===== src/rtl/i2c_recover_pkg.sv =====
package i2c_recover_pkg;

  typedef enum logic [2:0] {
    RS_IDLE   = 3'd0,
    RS_PREP   = 3'd1,
    RS_HIGH   = 3'd2,
    RS_LOW    = 3'd3,
    RS_SETUP  = 3'd4,
    RS_STOPHI = 3'd5,
    RS_DONE   = 3'd6
  } recov_state_t;

  // Busy length of one sequence: hold, two phases per pulse, setup,
  // stop high, plus the single done cycle.
  function automatic int unsigned seq_busy_cycles(input int unsigned pulses,
                                                  input int unsigned half);
    return (3 + 2 * pulses) * half + 1;
  endfunction

  // Line drive for each state: SCL pulled low in the hold, low and setup phases.
  function automatic logic scl_pull(input recov_state_t s);
    return (s == RS_PREP) || (s == RS_LOW) || (s == RS_SETUP);
  endfunction

  // SDA pulled low from STOP setup until the rising STOP edge.
  function automatic logic sda_pull(input recov_state_t s);
    return (s == RS_SETUP) || (s == RS_STOPHI);
  endfunction

endpackage


===== src/rtl/recov_sync2.sv =====
module recov_sync2 #(
  parameter logic RESET_VAL = 1'b1
) (
  input  logic clk,
  input  logic rst_n,
  input  logic d,
  output logic q
);
  logic meta_q;
  logic sync_q;

  always_ff @(posedge clk or negedge rst_n) begin
    if (!rst_n) begin
      meta_q <= RESET_VAL;
      sync_q <= RESET_VAL;
    end else begin
      meta_q <= d;
      sync_q <= meta_q;
    end
  end

  assign q = sync_q;
endmodule


===== src/rtl/recov_half_timer.sv =====
module recov_half_timer #(
  parameter int unsigned CLKS_PER_HALF = 250
) (
  input  logic clk,
  input  logic rst_n,
  input  logic load,
  output logic expire
);
  localparam int unsigned TW = (CLKS_PER_HALF > 1) ? $clog2(CLKS_PER_HALF) : 1;
  localparam logic [TW-1:0] RELOAD = TW'(CLKS_PER_HALF - 1);

  logic [TW-1:0] cnt_q;

  always_ff @(posedge clk or negedge rst_n) begin
    if (!rst_n) begin
      cnt_q <= '0;
    end else if (load) begin
      cnt_q <= RELOAD;
    end else if (cnt_q != '0) begin
      cnt_q <= cnt_q - 1'b1;
    end
  end

  assign expire = (cnt_q == '0);
endmodule


===== src/rtl/recov_ctrl.sv =====
module recov_ctrl
  import i2c_recover_pkg::*;
#(
  parameter int unsigned MAX_PULSES = 9,
  localparam int unsigned PW = $clog2(MAX_PULSES + 1)
) (
  input  logic          clk,
  input  logic          rst_n,
  input  logic          start,
  input  logic          sda_hi,
  input  logic          half_expire,
  output logic          tmr_load,
  output logic          scl_oe,
  output logic          sda_oe,
  output logic          busy,
  output logic          done,
  output logic          sda_released,
  output logic [PW-1:0] pulse_cnt,
  output logic          loop_test,
  output logic          loop_exit
);
  recov_state_t  state_q, state_nx;
  logic [PW-1:0] pcnt_q;
  logic          rel_q;
  logic          scl_q, sda_q;
  logic          accept;
  logic          at_limit;

  assign accept    = (state_q == RS_IDLE) && start;
  assign at_limit  = (pcnt_q == PW'(MAX_PULSES));
  assign loop_test = half_expire && ((state_q == RS_PREP) || (state_q == RS_LOW));
  assign loop_exit = loop_test && (sda_hi || at_limit);

  always_comb begin
    state_nx = state_q;
    unique case (state_q)
      RS_IDLE:   if (start) state_nx = RS_PREP;
      RS_PREP,
      RS_LOW:    if (half_expire) state_nx = loop_exit ? RS_SETUP : RS_HIGH;
      RS_HIGH:   if (half_expire) state_nx = RS_LOW;
      RS_SETUP:  if (half_expire) state_nx = RS_STOPHI;
      RS_STOPHI: if (half_expire) state_nx = RS_DONE;
      RS_DONE:   state_nx = RS_IDLE;
      default:   state_nx = RS_IDLE;
    endcase
  end

  assign tmr_load = (state_nx != state_q);

  always_ff @(posedge clk or negedge rst_n) begin
    if (!rst_n) begin
      state_q <= RS_IDLE;
      pcnt_q  <= '0;
      rel_q   <= 1'b0;
      scl_q   <= 1'b0;
      sda_q   <= 1'b0;
    end else begin
      state_q <= state_nx;
      scl_q   <= scl_pull(state_nx);
      sda_q   <= sda_pull(state_nx);
      if (accept) begin
        pcnt_q <= '0;
        rel_q  <= 1'b0;
      end else if (loop_exit) begin
        rel_q  <= sda_hi;
      end else if (loop_test) begin
        pcnt_q <= pcnt_q + 1'b1;
      end
    end
  end

  assign scl_oe       = scl_q;
  assign sda_oe       = sda_q;
  assign busy         = (state_q != RS_IDLE);
  assign done         = (state_q == RS_DONE);
  assign sda_released = rel_q;
  assign pulse_cnt    = pcnt_q;
endmodule


===== src/rtl/i2c_bus_recover.sv =====
module i2c_bus_recover #(
  parameter int unsigned CLKS_PER_HALF = 250,
  parameter int unsigned MAX_PULSES    = 9
) (
  input  logic clk,
  input  logic rst_n,
  input  logic start,
  input  logic sda_in,
  output logic scl_oe,
  output logic sda_oe,
  output logic busy,
  output logic done,
  output logic sda_released
);
  localparam int unsigned PW = $clog2(MAX_PULSES + 1);

  // Named internal events, brought out for the checker.
  logic          sda_hi;
  logic          half_expire;
  logic          tmr_load;
  logic          loop_test;
  logic          loop_exit;
  logic [PW-1:0] pulse_cnt;

  recov_sync2 #(.RESET_VAL(1'b1)) u_sync (
    .clk   (clk),
    .rst_n (rst_n),
    .d     (sda_in),
    .q     (sda_hi)
  );

  recov_half_timer #(.CLKS_PER_HALF(CLKS_PER_HALF)) u_timer (
    .clk    (clk),
    .rst_n  (rst_n),
    .load   (tmr_load),
    .expire (half_expire)
  );

  recov_ctrl #(.MAX_PULSES(MAX_PULSES)) u_ctrl (
    .clk          (clk),
    .rst_n        (rst_n),
    .start        (start),
    .sda_hi       (sda_hi),
    .half_expire  (half_expire),
    .tmr_load     (tmr_load),
    .scl_oe       (scl_oe),
    .sda_oe       (sda_oe),
    .busy         (busy),
    .done         (done),
    .sda_released (sda_released),
    .pulse_cnt    (pulse_cnt),
    .loop_test    (loop_test),
    .loop_exit    (loop_exit)
  );
endmodule


===== config.mk =====
export PLATFORM = sky130hd
export DESIGN_NAME = i2c_bus_recover
export DESIGN_NICKNAME = d
export VERILOG_FILES = /design/src/rtl/i2c_recover_pkg.sv /design/src/rtl/recov_sync2.sv /design/src/rtl/recov_half_timer.sv /design/src/rtl/recov_ctrl.sv /design/src/rtl/i2c_bus_recover.sv
export SDC_FILE = /design/constraint.sdc
export NUM_CORES = 1
export LEC_CHECK = 0
export CORE_ASPECT_RATIO = 0.6
export CORE_UTILIZATION = 40
export CTS_BUF_LIST = sky130_fd_sc_hd__clkbuf_4
export DETAILED_ROUTE_END_ITERATION = 7
export GPL_TIMING_DRIVEN = 0
export PLACE_DENSITY_LB_ADDON = 0.12
export SYNTH_ARGS = -nofsm -noshare
export SYNTH_HDL_FRONTEND = slang
export SYNTH_SLANG_ARGS = --single-unit
export TNS_END_PERCENT = 50

===== constraint.sdc =====
create_clock -name clk -period 3.8 [get_ports clk]
set_input_delay 0.76 -clock clk [delete_from_list [all_inputs] [get_ports clk]]
set_output_delay 0.76 -clock clk [all_outputs]
set_load 0.02 [all_outputs]

* Word-level counts from Yosys, hierarchy flattened *
Index checks and enable logic that the tools add are counted.

cells by class
  add/subtract/negate cells = 2
  equal/unequal tests = 13
  multiplexer cells = 14
  reductions and logical operators = 17

operators by type and width
  operator             count
  $mux 3               6
  $mux 8               2
  $eq 3x3->1 const B   5
  $pmux 3 s5           1
  $mux 4               3
  $eq 3x2->1 const B   3
  $logic_not 8->1      1
  $reduce_bool 8->1    1
  $sub 8x1->8 const B  1
  $eq 3x1->1 const B   2
  $reduce_bool 2->1    3
  $logic_or 1x1->1     5
  $add 4x1->4 const B  1
  $eq 4x4->1 const B   1
  $logic_and 1x1->1    3
  $logic_not 3->1      1
  $ne 3x3->1           1
  $reduce_bool 3->1    1
  $mux 1               2
  $ne 2x2->1 const B   1
  $reduce_and 2->1     1
  $reduce_or 2->1      1

storage, ports and cells
  flip-flop bits (word level) = 20
  input bits = 4
  output and inout bits = 5
  word-level logic and storage cells = 54

* Depth between registers and ports, before layout *
  depth in word-level cells = 10
  gate-level depth with buffers = 6
  depth with buffers taken out = 6

* Modules after synthesis *
From an unflattened synthesis, not the netlist that was laid out.

second synthesis, totals
  cell total of the unflattened synthesis = 102
  area total of the unflattened synthesis = 1071.0 um^2

by module, submodules not included
  module            times used  cells each  area each (um^2)
  recov_ctrl        1           57          571.8
  recov_half_timer  1           43          446.7
  recov_sync2       1           2           52.6

* Worst setup path after synthesis *
No wires, ideal clock.

  kind = flip-flop to flip-flop
  from = register u_timer.cnt_q[0]
  to = register u_timer.cnt_q[4]
  data arrival time = 1.682 ns
  data required time = 3.676 ns
  slack = 1.994 ns
  stages on the path, launching flop included = 7
  cells stage by stage = dfrtp_1 inv_1 ha_1 or3b_2 nor2_1 nor3_1 a211o_2

on the way
  word-level cells in the longest chain between the ends = 8
  elaborated cells between the ends (all ways) = 15

RTL lines
  what                                                line                    source
  start: declaration                                  recov_half_timer.sv:12  logic [TW-1:0] cnt_q;
  start signal: assignment                            recov_half_timer.sv:20  cnt_q <= cnt_q - 1'b1;
  $logic_not 8->1                                     recov_half_timer.sv:24  assign expire = (cnt_q == '0);
  $logic_and 1x1->1                                   recov_ctrl.sv:31        assign loop_test = half_expire && ((state_q == RS_PREP) || (state_q == RS_LOW));
  $logic_and 1x1->1                                   recov_ctrl.sv:32        assign loop_exit = loop_test && (sda_hi || at_limit);
  $mux 3 (2 in a row)                                 recov_ctrl.sv:39        RS_LOW: if (half_expire) state_nx = loop_exit ? RS_SETUP : RS_HIGH;
  $pmux 3 s5                                          recov_ctrl.sv:36        unique case (state_q)
  $ne 3x3->1                                          recov_ctrl.sv:48        assign tmr_load = (state_nx != state_q);
  $mux 8 / $reduce_bool 2->1 (equally long branches)  n/a

Parallel ways exist; a longest one is shown, timed or not. The select of a mux whose other input is x is not followed.
A chain may end at the register's enable or synchronous reset.

* Final worst setup path *
  from = register u_ctrl.state_q[2]
  to = output busy

on the way
  word-level cells in the longest chain between the ends = 1

RTL lines
  what                      line                   source
  start: declaration        recov_ctrl.sv:22       recov_state_t state_q, state_nx;
  start signal: assignment  recov_ctrl.sv:58       state_q <= state_nx;
  $reduce_bool 3->1         recov_ctrl.sv:74       assign busy = (state_q != RS_IDLE);
  end: declaration          i2c_bus_recover.sv:11  output logic busy,

Every way passes these cells.

==> impl_metrics.toml <==
[status]
outcome = "finished clean"

[place]
io_buffer_count = 8
dp_hpwl_um = 1519
gp_congestion = 0.8135

[timing]
period_minus_slack_ps = 2415
rsz0062_at_grt = "no"
tightestPinTransition_ps = 873.4
drv_slew = 0
setup_tns_ps = 0
finalCritPeriodShare_pct = 63.55
setup_viol = 0
hold_viol_final = 0
fin_skew_ps = 21.58
fin_hold_ws_ps = 360.4
max_freq_mhz = 414.1
slew_headroom_pct = 41.59

[floorplan]
core_area_um2 = 2505
floorplan.die_area_um2 = 2876
die_y_um = 41.94
initial_core_util_pct = 42.46
die_w_um = 68.57
boundaryPins = 9
num_rows = 14

[clocking]
cts_htree_levels = 1
cts_buffers = 3
cts_buffer_depth = 2
postCtsSetupRepairBufs = 0
ctsResizeCount = 0
clock_latency_ps = 320
cts_tree = "done"
clock-root-buffer = "clkbuf_4"
hold_buffers = 0
cts_sinks = 20
clkSlewWorstSetupHoldPaths_ps = 130

[critical_path]
cp-start-kind = "flip-flop"
worstPathArrival_ps = 1650
end_kind = "primary output"
worstPathMaxFanout = 8
cp.required_ps = 3040
crit_type = "reg2out"

[drt]
drtIter0Drc = 49
vias = 814
dr.pass1.iters = 4
ant_nets = 0
wl_per_cell_um = 13.71
drc = 0
routed_via_density = 5.500
wirelength_um = 2029

[power_and_ir_drop]
peakVddDrop_v = 0.0002069
power.share.switching_pct = 36.33
fin_total_pwr_mw = 0.6707
p_int_mw = 0.4270
leakagePower_nw = 0.5104
p_seq_share_pct = 51.0
clockPowerShare_pct = 17.2
pwr-share-comb_pct = 31.8
powerDensity_nw_per_um2 = 552.6
power.switching_mw = 0.2437

[cells_and_area]
diodes = 0
final_common_cell = "dfrtp_1"
fin_nets = 124
synthToLayoutAreaGrowth_pct = 14.12
fillers = 223
final_cell_mix = "18 x dfrtp_1, 10 x nand2_1, 9 x nor2_1, 8 x clkdlybuf4s50_1, 6 x nor3_1"
drive_gt1_share_pct = 12.93

[logic_synthesis]
async_reset_ff_share_pct = 100.0
synth_fp_nets = 111
syn_inst = 104
syn_area_per_cell_um2 = 10.23
yosysWarnings = 0
synth_flop_cell = "dfrtp_1"
ys_seq_area_share_pct = 47.29
synth_edf_count = 0
netlist_area_um2 = 1064
synth.distinct_cells = 40
ys_seq_elements = 20

[min_path]
hp-class = "reg2reg"

[run]
max-cap-violations = 0

[grt]
grt_usage_pct = 17.80
grt_max_degree = 21
grt_pass1_vias = 744
antenna_found_initial = 0
grt_pass1_wl_um = 3636
gr-total-overflow = 0
==> power by group through the flow <==
stage	logic, mW	registers, mW	clock network [mW]
finish	0.213	0.342	0.116
global route	0.244	0.354	0.131
CTS	0.215	0.340	0.120
detailed placement	0.214	0.345	0
global placement	0.210	0.343	0
floorplan	0.161	0.336	0
==> metal layers <==
metal / track usage (%) / up-vias / wire length, um
li1: - / 415 / -
met1: 28.92 / 386 / 1186
met2: 20.98 / 11 / 748
met3: 6.593 / 2 / 82
met4: 5.000 / 0 / 11
met5: 0 / - / 0
==> path summary, 6_finish.rpt <==
check / start / endpoint / slack (ps) / cells after the start
max in group asynchronous: rst_n / u_timer.cnt_q[6] / 2320 / 1
worst min register to register: u_sync.meta_q / u_sync.q / 360 / 0
worst max-delay path: u_ctrl.state_q[2] / busy / 1390 / 3
worst min-delay path: u_sync.meta_q / u_sync.q / 360 / 0
min in group asynchronous: rst_n / u_timer.cnt_q[0] / 920 / 1
worst max register to register: u_timer.cnt_q[0] / u_timer.cnt_q[4] / 1560 / 6
==> flip-flops by register name, indices dropped and copies added, names as in the netlist <==
| name | cells |
|---|---|
| u_ctrl.pulse_cnt | 4 |
| u_ctrl.scl_oe | 1 |
| u_ctrl.sda_oe | 1 |
| u_ctrl.sda_released | 1 |
| u_ctrl.state_q | 3 |
| u_sync.meta_q | 1 |
| u_sync.q | 1 |
| u_timer.cnt_q | 8 |
==> per-stage QoR <==
step                instance area, um^2  setup slack [ps]  utilization, %  instances
finish                             1214              1385           48.45        148
global route                       1214              1287           48.45        148
detailed placement                 1184              1523           47.25        144
global placement                   1184              1582           47.25        144
floorplan                          1064              1994               -        104
CTS                                1214              1383           48.45        148
==> logic make-up (layout without fill, tap and decap cells) <==
| kind of cell | Yosys count | in the layout | share of synthesized area (%) |
|---|---|---|---|
| buffers and inverters | 5 | 17 | 1.765 |
| AOI/OAI and AO/OA | 24 | 24 | 16.71 |
| xor gates and xnor gates | 2 | 2 | 1.647 |
| adders and majority gates | 3 | 3 | 3.530 |
| muxes | 1 | 1 | 0.9412 |
| DFF | 20 | 20 | 47.29 |
| and+or+nand+nor | 49 | 49 | 28.12 |
==> cell usage after synthesis, types with 3 or more instances <==
cell type   n  share of area (%)
a211o_1     3                2.5
or4_1       3                2.1
nor3_1      6                2.8
a211oi_1    3                2.1
inv_1       5                1.8
a21oi_1     4                1.9
ha_1        3                3.5
nand2_1    10                3.5
o21ai_0     3                1.4
dfrtp_1    18                 42
nor2_1      9                3.2
==> layout make-up <==
type	instances	area, um^2	share of cell area (%)
multi-input cells	79	541.8	44.64
flip-flops and latches	20	503.0	41.44
repair buffers	8	80.08	6.598
well taps	32	40.04	3.299
clock buffers	4	30.03	2.474
inverters	5	18.77	1.546
==> critical path, stage by stage, from the launching register on <==
cell and delay [ps]:
dfrtp_1 450, inv_1 180, nand2_1 100, clkdlybuf4s50_1 600
Note: power is estimated with default switching activity, not from simulation.
